$ cat src/rtl/isa_cmd_pkg.sv
package isa_cmd_pkg;
  typedef enum logic [1:0] {
    CYC_BRIDGE  = 2'd0,
    CYC_DMA     = 2'd1,
    CYC_REFRESH = 2'd2
  } cyc_kind_e;

  localparam int unsigned N_STROBE = 2;
  localparam int unsigned STB_RD   = 0;
  localparam int unsigned STB_WR   = 1;
endpackage

$ cat src/rtl/isa_low_decode.sv
module isa_low_decode #(
  parameter int unsigned          ADDR_W = 27,
  parameter logic [ADDR_W-1:0]    LIMIT  = 27'h010_0000
) (
  input  logic [ADDR_W-1:0] addr_i,
  output logic              low_o
);
  assign low_o = (addr_i < LIMIT);
endmodule

$ cat src/rtl/isa_cmd_timer.sv
module isa_cmd_timer #(
  parameter int unsigned DEF_CLKS = 3
) (
  input  logic clk_i,
  input  logic rst_ni,
  input  logic start_i,
  input  logic ready_i,
  input  logic zero_ws_n_i,
  output logic busy_o,
  output logic end_o
);
  localparam int unsigned CNT_W = $clog2(DEF_CLKS) + 1;
  localparam logic [CNT_W-1:0] LAST = CNT_W'(DEF_CLKS - 1);

  logic             busy_q;
  logic [CNT_W-1:0] cnt_q;

  // not-ready has precedence over zero-wait
  assign end_o  = busy_q && ready_i && (!zero_ws_n_i || cnt_q == LAST);
  assign busy_o = busy_q;

  always_ff @(posedge clk_i or negedge rst_ni) begin
    if (!rst_ni) begin
      busy_q <= 1'b0;
      cnt_q  <= '0;
    end else if (start_i) begin
      busy_q <= 1'b1;
      cnt_q  <= '0;
    end else if (end_o) begin
      busy_q <= 1'b0;
    end else if (busy_q && ready_i) begin
      cnt_q  <= cnt_q + 1'b1;
    end
  end
endmodule

$ cat src/rtl/isa_std_strobe.sv
module isa_std_strobe (
  input  logic clk_i,
  input  logic rst_ni,
  input  logic act_i,
  input  logic low_i,
  output logic std_n_o
);
  logic arm_q;

  always_ff @(posedge clk_i or negedge rst_ni) begin
    if (!rst_ni) arm_q <= 1'b0;
    else         arm_q <= act_i && low_i;
  end

  // delayed on assertion, released with the general strobe
  assign std_n_o = !(arm_q && act_i && low_i);
endmodule

$ cat src/rtl/isa_mem_cmd_seq.sv
module isa_mem_cmd_seq
  import isa_cmd_pkg::*;
#(
  parameter int unsigned       ADDR_W    = 27,
  parameter logic [ADDR_W-1:0] LOW_LIMIT = 27'h010_0000,
  parameter int unsigned       DEF_CLKS  = 3
) (
  input  logic              clk_i,
  input  logic              rst_ni,
  input  logic              req_valid_i,
  output logic              req_ready_o,
  input  logic [ADDR_W-1:0] req_addr_i,
  input  logic              req_write_i,
  input  logic [1:0]        req_kind_i,
  input  logic              ext_master_i,
  input  logic [ADDR_W-1:0] ext_addr_i,
  input  logic              ext_memr_n_i,
  input  logic              ext_memw_n_i,
  input  logic              ext_main_mem_i,
  input  logic              mem16_n_i,
  input  logic              zero_ws_n_i,
  input  logic              ready_i,
  output logic              memr_n_o,
  output logic              memw_n_o,
  output logic              memrw_oe_o,
  output logic              smemr_n_o,
  output logic              smemw_n_o,
  output logic              mem16_n_o,
  output logic              mem16_oe_o,
  output logic              done_o,
  output logic              bus16_o
);
  logic              own_q;
  logic [ADDR_W-1:0] addr_q;
  logic              write_q;
  cyc_kind_e         kind_q;
  logic              done_q;
  logic              bus16_q;

  logic busy, cyc_end, start;
  logic rd_act, wr_act;
  logic low_int, low_ext, low_sel;
  logic [N_STROBE-1:0] act_sel;
  logic [N_STROBE-1:0] std_n;

  assign req_ready_o = own_q && !busy && !ext_master_i;
  assign start       = req_valid_i && req_ready_o;

  always_ff @(posedge clk_i or negedge rst_ni) begin
    if (!rst_ni) begin
      own_q   <= 1'b0;
      addr_q  <= '0;
      write_q <= 1'b0;
      kind_q  <= CYC_BRIDGE;
      done_q  <= 1'b0;
      bus16_q <= 1'b0;
    end else begin
      if (!busy) own_q <= !ext_master_i;
      if (start) begin
        addr_q  <= req_addr_i;
        write_q <= req_write_i;
        kind_q  <= (req_kind_i == 2'd2) ? CYC_REFRESH :
                   (req_kind_i == 2'd1) ? CYC_DMA : CYC_BRIDGE;
      end
      done_q <= cyc_end;
      if (cyc_end) bus16_q <= !mem16_n_i;
    end
  end

  isa_cmd_timer #(.DEF_CLKS(DEF_CLKS)) u_timer (
    .clk_i       (clk_i),
    .rst_ni      (rst_ni),
    .start_i     (start),
    .ready_i     (ready_i),
    .zero_ws_n_i (zero_ws_n_i),
    .busy_o      (busy),
    .end_o       (cyc_end)
  );

  // refresh always uses the read command
  assign rd_act = busy && (kind_q == CYC_REFRESH || !write_q);
  assign wr_act = busy && kind_q != CYC_REFRESH && write_q;

  assign memr_n_o   = !rd_act;
  assign memw_n_o   = !wr_act;
  assign memrw_oe_o = own_q;

  isa_low_decode #(.ADDR_W(ADDR_W), .LIMIT(LOW_LIMIT)) u_dec_int (
    .addr_i (addr_q),
    .low_o  (low_int)
  );

  isa_low_decode #(.ADDR_W(ADDR_W), .LIMIT(LOW_LIMIT)) u_dec_ext (
    .addr_i (ext_addr_i),
    .low_o  (low_ext)
  );

  assign low_sel         = own_q ? low_int : low_ext;
  assign act_sel[STB_RD] = own_q ? rd_act : (ext_master_i && !ext_memr_n_i);
  assign act_sel[STB_WR] = own_q ? wr_act : (ext_master_i && !ext_memw_n_i);

  for (genvar g = 0; g < N_STROBE; g++) begin : g_std
    isa_std_strobe u_std (
      .clk_i   (clk_i),
      .rst_ni  (rst_ni),
      .act_i   (act_sel[g]),
      .low_i   (low_sel),
      .std_n_o (std_n[g])
    );
  end

  assign smemr_n_o = std_n[STB_RD];
  assign smemw_n_o = std_n[STB_WR];

  assign mem16_oe_o = ext_master_i && ext_main_mem_i && (!ext_memr_n_i || !ext_memw_n_i);
  assign mem16_n_o  = !mem16_oe_o;

  assign done_o  = done_q;
  assign bus16_o = bus16_q;
endmodule

$ cat config.mk
export PLATFORM = sky130hd
export DESIGN_NAME = isa_mem_cmd_seq
export DESIGN_NICKNAME = d
export VERILOG_FILES = /design/src/rtl/isa_cmd_pkg.sv /design/src/rtl/isa_low_decode.sv /design/src/rtl/isa_cmd_timer.sv /design/src/rtl/isa_std_strobe.sv /design/src/rtl/isa_mem_cmd_seq.sv
export SDC_FILE = /design/constraint.sdc
export NUM_CORES = 1
export LEC_CHECK = 0
export BUFFER_PORTS_ARGS = -buffer_cell sky130_fd_sc_hd__buf_4
export CORE_MARGIN = 3
export CORE_UTILIZATION = 34
export DETAILED_ROUTE_END_ITERATION = 16
export GPL_TIMING_DRIVEN = 0
export PLACE_DENSITY_LB_ADDON = 0.08
export SETUP_SLACK_MARGIN = 0.1
export SYNTH_ARGS = -nofsm -noshare
export SYNTH_HDL_FRONTEND = slang
export SYNTH_SLANG_ARGS = --single-unit
$ cat constraint.sdc
create_clock -name clk_i -period 1.3 [get_ports clk_i]
set_clock_uncertainty 0.05 [all_clocks]
set_input_delay 0.26 -clock clk_i [delete_from_list [all_inputs] [get_ports clk_i]]
set_output_delay 0.26 -clock clk_i [all_outputs]
set_load 0.03 [all_outputs]
==> metrics.yaml, run 1 <==
outcome:
  status: "finished, violations left"
  violations: "negative setup slack"
timing:
  worst_pin_slew_ns: 0.301
  max_freq_mhz: 521
  rsz0062_at_grt: "true"
  worst_slack_ns: -0.621
  setup_viol: 21
  hold_violations: 0
  maxSlewViolCount: 0
  setup-tns-final_ns: -2.96
  period_minus_slack_ns: 1.92
  min_period_over_period: 1.48
  maxSlewHeadroom: 0.797
floorplanning:
  die_height_um: 59.0
  row_count: 18
  dieArea_sq_um: 3480
  die_x_um: 59.0
  core_sq_um: 2570
  io_pins: 77
  start_util: 0.372
placement:
  port_buffers: 36
  place_hpwl_mm: 1.59
  routabilityCongestion: 0.670
  detailed_place.area_sq_um: 1300
  dp.cells: 149
clock_tree:
  worstSkewPairLatency_ns: 0.30
  root_buffer: "clkbuf_4"
  cts_tree: "yes"
  clock_sinks: 19
  clk_pin_slew_ns: 0.11
  clk_path_buf_depth: 2
  cts_buffers: 3
  cts_max_level: 1
setup_path:
  crit_fanout: 2
  worstPathCellList: "nor4b_4 > nand2_2 > a211o_4 > buf_6"
  crit_type: "register to output port"
  slowest_stage: "dfrtp_1"
  worst-path-stages: 4
  crit_path_max_incr_delay_ns: 0.42
  arrival_ns: 1.61
  end_kind: "output port"
  cp-start-kind: "register"
  cp.required_ns: 0.99
  path_buf_inv: 1
  rr_worst_depth: 6
  critical-path-top-delay-family: "simple AND/OR/NAND/NOR gates"
finish:
  utilization: 0.641
  antenna_cells: 0
  drive_above_1_share: 0.657
  final_cells: 167
  fin_nets: 207
  syn_to_final_growth_pct: 72.3
  final_area_sq_um: 1650
  num-fill-cells: 202
global_routing:
  gr-usage-all-layers: 0.146
  grt_use_met2: 0.227
  first_global_vias: 817
  grt_pass1_wl_mm: 3.73
  antenna_found_initial: 0
  gr-usage-met1: 0.189
  gr-max-usage-layer: "met2"
  met3_usage: 0.0370
  grt_max_degree: 20
  grt_overflow: 0
synth:
  ys_seq_area_frac: 0.497
  synth_area_per_cell_sq_um: 11.5
  syn_area_sq_um: 956
  synth_cell_type_count: 30
  ys_seq_elements: 19
  syn-instance-count: 83
  synth_fp_nets: 152
  yosys_warnings: 0
power_and_ir_drop:
  p_per_area_nw_per_um2: 1900
  p_leak_nw: 0.779
  ir_drop_v: 0.00133
drt:
  via_count: 829
  wl_per_cell_um: 14.4
  drcViolationCount: 0
  first_pass_iters: 4
  antenna_left: 0
  vias_per_cell: 4.96
  routed_wl_mm: 2.41
  first_iter_violations: 23
worst_hold_path:
  holdPathStages: 2
  holdCritPathClass: "input port to register"
job:
  maxCapViolCount: 0
[routing by layer]
layer / up-vias / share of wire
li1: 406 / -
met1: 387 / 0.44
met2: 31 / 0.46
met3: 5 / 0.082
met4: 0 / 0.017
met5: - / 0
[worst reg2reg max path, cell delays in order (launching register included)]
cell,delay (ns)
dfrtp_1,0.39
buf_6,0.13
buf_6,0.13
buf_6,0.11
and2_4,0.15
a31o_2,0.24
and3_1,0.15
[power breakdown]
| part | internal [mW] | leakage [nW] | total [mW] | switching, mW |
|---|---|---|---|---|
| sequential | 0.839 | 0.237 | 1.12 | 0.276 |
| combinational | 1.00 | 0.527 | 1.70 | 0.704 |
| clock | 0.120 | 0.0150 | 0.303 | 0.183 |
| total | 1.96 | 0.779 | 3.12 | 1.16 |
[path summary, 6_finish.rpt]
kind,start,slack [ns],endpoint
max,addr_q[26],-0.62,smemw_n_o
min,mem16_n_i,0.06,bus16_o
max reg2reg,u_timer.busy_o,-0.13,u_timer.cnt_q[1]
min reg2reg,u_timer.cnt_q[2],0.45,u_timer.cnt_q[2]
max in group asynchronous,rst_ni,0.68,memrw_oe_o
min in group asynchronous,rst_ni,0.31,u_timer.busy_o
[Yosys cell counts]
cell / instances / area [sq um]
nand2_1: 9 / 33.8
a31o_2: 1 / 8.76
nand4bb_1: 1 / 11.3
inv_1: 5 / 18.8
nor4b_2: 1 / 15.0
buf_6: 2 / 22.5
a21boi_2: 1 / 11.3
a31oi_1: 1 / 6.26
buf_8: 1 / 15.0
and2_1: 2 / 12.5
nand2b_1: 4 / 25.0
nand3_1: 2 / 10.0
ha_1: 2 / 25.0
a41oi_1: 1 / 8.76
and3_1: 1 / 6.26
o221ai_1: 1 / 8.76
mux2i_1: 2 / 20.0
mux2_2: 6 / 67.6
a211o_1: 1 / 8.76
and4_1: 1 / 8.76
nor4_1: 3 / 18.8
nor3b_1: 3 / 22.5
dfrtp_1: 19 / 475
o21a_1: 1 / 7.51
o22a_1: 1 / 8.76
nand4_1: 2 / 12.5
a21oi_1: 2 / 10.0
o21ai_0: 4 / 20.0
and2_0: 1 / 6.26
mux2_4: 2 / 30.0
[state kept, by name, indices dropped and copies added (netlist names)]
signal             flops
addr_q                 7
bus16_o                1
done_o                 1
g_std.u_std.arm_q      2
kind_q                 2
memrw_oe_o             1
u_timer.busy_o         1
u_timer.cnt_q          3
write_q                1
[area by class of cell]
cell class | count | area (sq um) | area share
multi-input cells | 56 | 603 | 0.366
inverters | 5 | 18.8 | 0.0114
flip-flops and latches | 19 | 477 | 0.290
plain buffers | 3 | 37.5 | 0.0228
repair buffers | 50 | 447 | 0.271
clock buffers | 4 | 26.3 | 0.0160
well taps | 30 | 37.5 | 0.0228
[cells in the final DEF (no fill, tap or decap), drive strengths merged, types with 3 or more instances in the layout]
cell type,count
clkbuf,4
buf,52
inv,5
nand2,9
o21ai,4
nand2b,4
dfrtp,19
mux2,8
and2,3
nor4,3
nor3b,3
[cell families (layout without fill, tap and decap cells)]
group | Yosys count | after routing | share of synthesized area
DFF | 19 | 19 | 0.497
muxes | 10 | 10 | 0.123
buffers and inverters | 8 | 62 | 0.0589
AOI/OAI and AO/OA | 14 | 14 | 0.103
and+or+nand+nor | 30 | 30 | 0.191
adders and majority gates | 2 | 2 | 0.0262
[what timing repair did]
| action | 4_1_cts | 5_1_grt |
|---|---|---|
| resized for setup | 26 | 17 |
| pin swaps | 6 | 7 |
| hold buffers | 1 | 0 |
| endpoints found under the hold margin | 19 | 0 |
| endpoints found under the setup margin | 23 | 25 |
| buffers inserted | 7 | 6 |
[metrics by stage]
stage	hold slack, ns	worst slack [ns]	total power [mW]
CTS	0.0593	-0.635	2.80
detailed placement	0.0982	-0.412	2.11
global placement	0.100	-0.432	2.07
finish	0.0636	-0.621	3.12
floorplan	-0.0856	-0.224	1.76
global route	0.0490	-0.702	3.33
No activity file was read; power rests on OpenSTA's default activity.
==> inputs of run 2 (changes only) <==
BUFFER_PORTS_ARGS = unset   (was -buffer_cell sky130_fd_sc_hd__buf_4)
CORE_UTILIZATION = 40   (was 34)
DONT_BUFFER_PORTS = 1   (was unset)
clock period = 2.45 ns   (was 1.3 ns; I/O delays follow)
==> run 2 against run 1 <==
Effect of this change: the run now ends clean; total power fell by 64%; combinational power is 77% lower; sequential power shrank 48%; critical endpoint unchanged; highest routed layer unchanged.
==> metrics.yaml, run 2 (synthesis results as in run 1) <==
outcome:
  status: "finished, final reports clean"
floorplanning:
  dieArea_sq_um: 3010  # -14%
  row_count: 17  # -1
  core_sq_um: 2230  # -13%
  die_x_um: 54.9  # -7.0%
  start_util: 0.428  # +0.0557
  die_height_um: 54.9  # -7.0%
  io_pins: 77  # unchanged
drt:
  vias_per_cell: 5.42  # +9.2%
  wl_per_cell_um: 14.4  # about the same
  first_pass_iters: 2  # -2
  via_count: 629  # -24%
  antenna_left: 0  # unchanged
  routed_wl_mm: 1.67  # -31%
  first_iter_violations: 2  # -91%
  drcViolationCount: 0  # unchanged
timing:
  worst_slack_ns: 0.230  # +0.851 ns
  maxSlewViolCount: 0  # unchanged
  period_minus_slack_ns: 2.22
  min_period_over_period: 0.906
  worst_pin_slew_ns: 0.953  # +0.651 ns
  max_freq_mhz: 451
  rsz0062_at_grt: "false"
  hold_slack_ns: 0.227  # +0.164 ns
  hold_violations: 0  # unchanged
  setup_viol: 0  # -100%
  maxSlewHeadroom: 0.363  # -0.434
  setup-tns-final_ns: 0  # +2.96 ns
worst_hold_path:
  worst_hold_startpoint: "ext_master_i"
  holdCritPathClass: "input port to register"
  holdPathEnd: "memrw_oe_o"
  holdPathStages: 1  # -1
finish:
  final_area_sq_um: 1040  # -37%
  syn_to_final_growth_pct: 9.03
  final_cells: 116  # -31%
  layout_common_cells: "18 x dfrtp_1, 9 x nand2_1, 6 x mux2_2"
  largestRegisters: "addr_q (7), u_timer.cnt_q (3)"
  largest_register: "addr_q"
  antenna_cells: 0  # unchanged
  fin_nets: 158  # -24%
  drive_above_1_share: 0.239  # -0.418
  final_common_cell: "dfrtp_1"
  largest_reg_flops: 7  # unchanged
power_and_ir_drop:
  seqPwrFrac: 0.516  # +0.159
  comb_power_share: 0.347  # -0.199
  p_sw_uw: 432  # -63%
  p_int_uw: 696  # -64%
  power_frac_clock: 0.137  # +0.040
  ir_drop_v: 0.000626  # -53%
  p_leak_nw: 0.459  # -41%
  swShare: 0.383  # +0.0108
  p_per_area_nw_per_um2: 1080  # -43%
global_routing:
  grt_overflow: 0  # unchanged
  gr-usage-all-layers: 0.125  # -0.0208
  first_global_vias: 613  # -25%
  grt_max_degree: 20  # unchanged
  grt_pass1_wl_mm: 2.62  # -30%
  antenna_found_initial: 0  # unchanged
setup_path:
  crit_path_max_incr_delay_ns: 0.54  # +0.12 ns
  arrival_ns: 1.68  # +0.07 ns
  crit_type: "register to output port"
  cp.required_ns: 1.91  # +0.92 ns
  crit_fanout: 9  # +7
  slowest_stage: "dfrtp_2"
  end_kind: "output port"
  cp-start-kind: "register"
  ff2ff_setup_slack_ns: 0.96  # +1.09 ns
  worstPathCellList: "nor4_2 > nand2_1 > a211o_1"
  rr_worst_depth: 4  # -2
  reg2reg_from: "memrw_oe_o"
  timing.rr.end: "addr_q[22]"
job:
  maxCapViolCount: 0  # unchanged
placement:
  port_buffers: 0  # -100%
  pre_cts_ws_ns: 0.322  # +0.733 ns
  dp.cells: 111  # -26%
  detailed_place.area_sq_um: 991  # -24%
  routabilityCongestion: 0.659  # -1.6%
  place_hpwl_mm: 1.30  # -18%
clock_tree:
  cts_tree: "yes"
  root_buffer: "clkbuf_4"
  cts_max_level: 1  # unchanged
  clk_path_buf_depth: 2  # unchanged
  clock_sinks: 19  # unchanged
  worstSkewPairLatency_ns: 0.29  # about the same
  clk_pin_slew_ns: 0.10  # about the same
  cts_buffers: 3  # unchanged
[run 2: cell types whose count changed in the layout (fill, tap and decap cells not counted), moves of 2 or more]
cell	before	now
nand2_1	3	9
mux2_2	0	6
nand2b_4	2	0
mux2_4	8	2
o21ai_2	2	0
buf_4	34	0
inv_1	3	5
o21ai_0	1	4
nand2b_1	2	4
buf_6	15	2
nor3b_1	1	3
inv_2	2	0
nand2_2	5	0
nor3b_2	2	0
[run 2: how the worst max path moves through the flow]
stage	from	to	slack, ns	cells after the start
2_1_floorplan	memrw_oe_o	smemr_n_o	0.46	3
6_report	memrw_oe_o	smemw_n_o	0.23	3
4_1_cts	memrw_oe_o	smemw_n_o	0.15	3
3_3_place_gp	memrw_oe_o	smemr_n_o	0.35	3
3_5_place_dp	memrw_oe_o	smemr_n_o	0.32	3
5_1_grt	memrw_oe_o	smemw_n_o	0.11	3
[run 2: power groups by stage]
stage / Clock [mW] / Sequential [mW] / Combinational [mW]
final: 0.154 / 0.582 / 0.392
after global routing: 0.182 / 0.603 / 0.439
after detailed placement: 0 / 0.589 / 0.389
after global placement: 0 / 0.586 / 0.381
after floorplan: 0 / 0.562 / 0.339
after CTS: 0.167 / 0.583 / 0.400
[run 2: area by class of cell]
class | count | area, sq um
Fill cell | 212 | 1190
Sequential cell | 19 | 477
Multi-Input combinational cell | 56 | 437
Buffer | 3 | 37.5
Tap cell | 28 | 35.0
Clock buffer | 3 | 22.5
Inverter | 5 | 18.8
Timing Repair Buffer | 1 | 10.0
Clock inverter | 1 | 5.00
[run 2: critical path, delay by kind of cell, from the launching register on]
kind,cells,cell delay [ns]
AO/OA/AOI/OAI,1,0.40
flip-flops,1,0.54
AND/OR/NAND/NOR,2,0.45
[run 2: what timing repair did]
action / 4_1_cts / 5_1_grt
gates cloned: 0 / 0
setup endpoints to repair: 3 / 1
hold buffers: 1 / 0
gates resized for setup: 2 / 1
setup buffers: 0 / 0
hold endpoints to repair: 19 / 0
[run 2: through the flow]
step                       util  power [mW]
after floorplan               -       0.901
after global placement    0.444       0.967
after detailed placement  0.444       0.977
after CTS                 0.464        1.15
after global routing      0.467        1.22
final                     0.467        1.13
[run 2: routing by layer]
layer | GRT usage | up-vias | routed length, um
met4 | 0.0747 | 0 | 12
met2 | 0.193 | 25 | 738
met3 | 0.0272 | 2 | 156
met5 | 0 | - | 0
met1 | 0.158 | 292 | 765
li1 | - | 310 | -
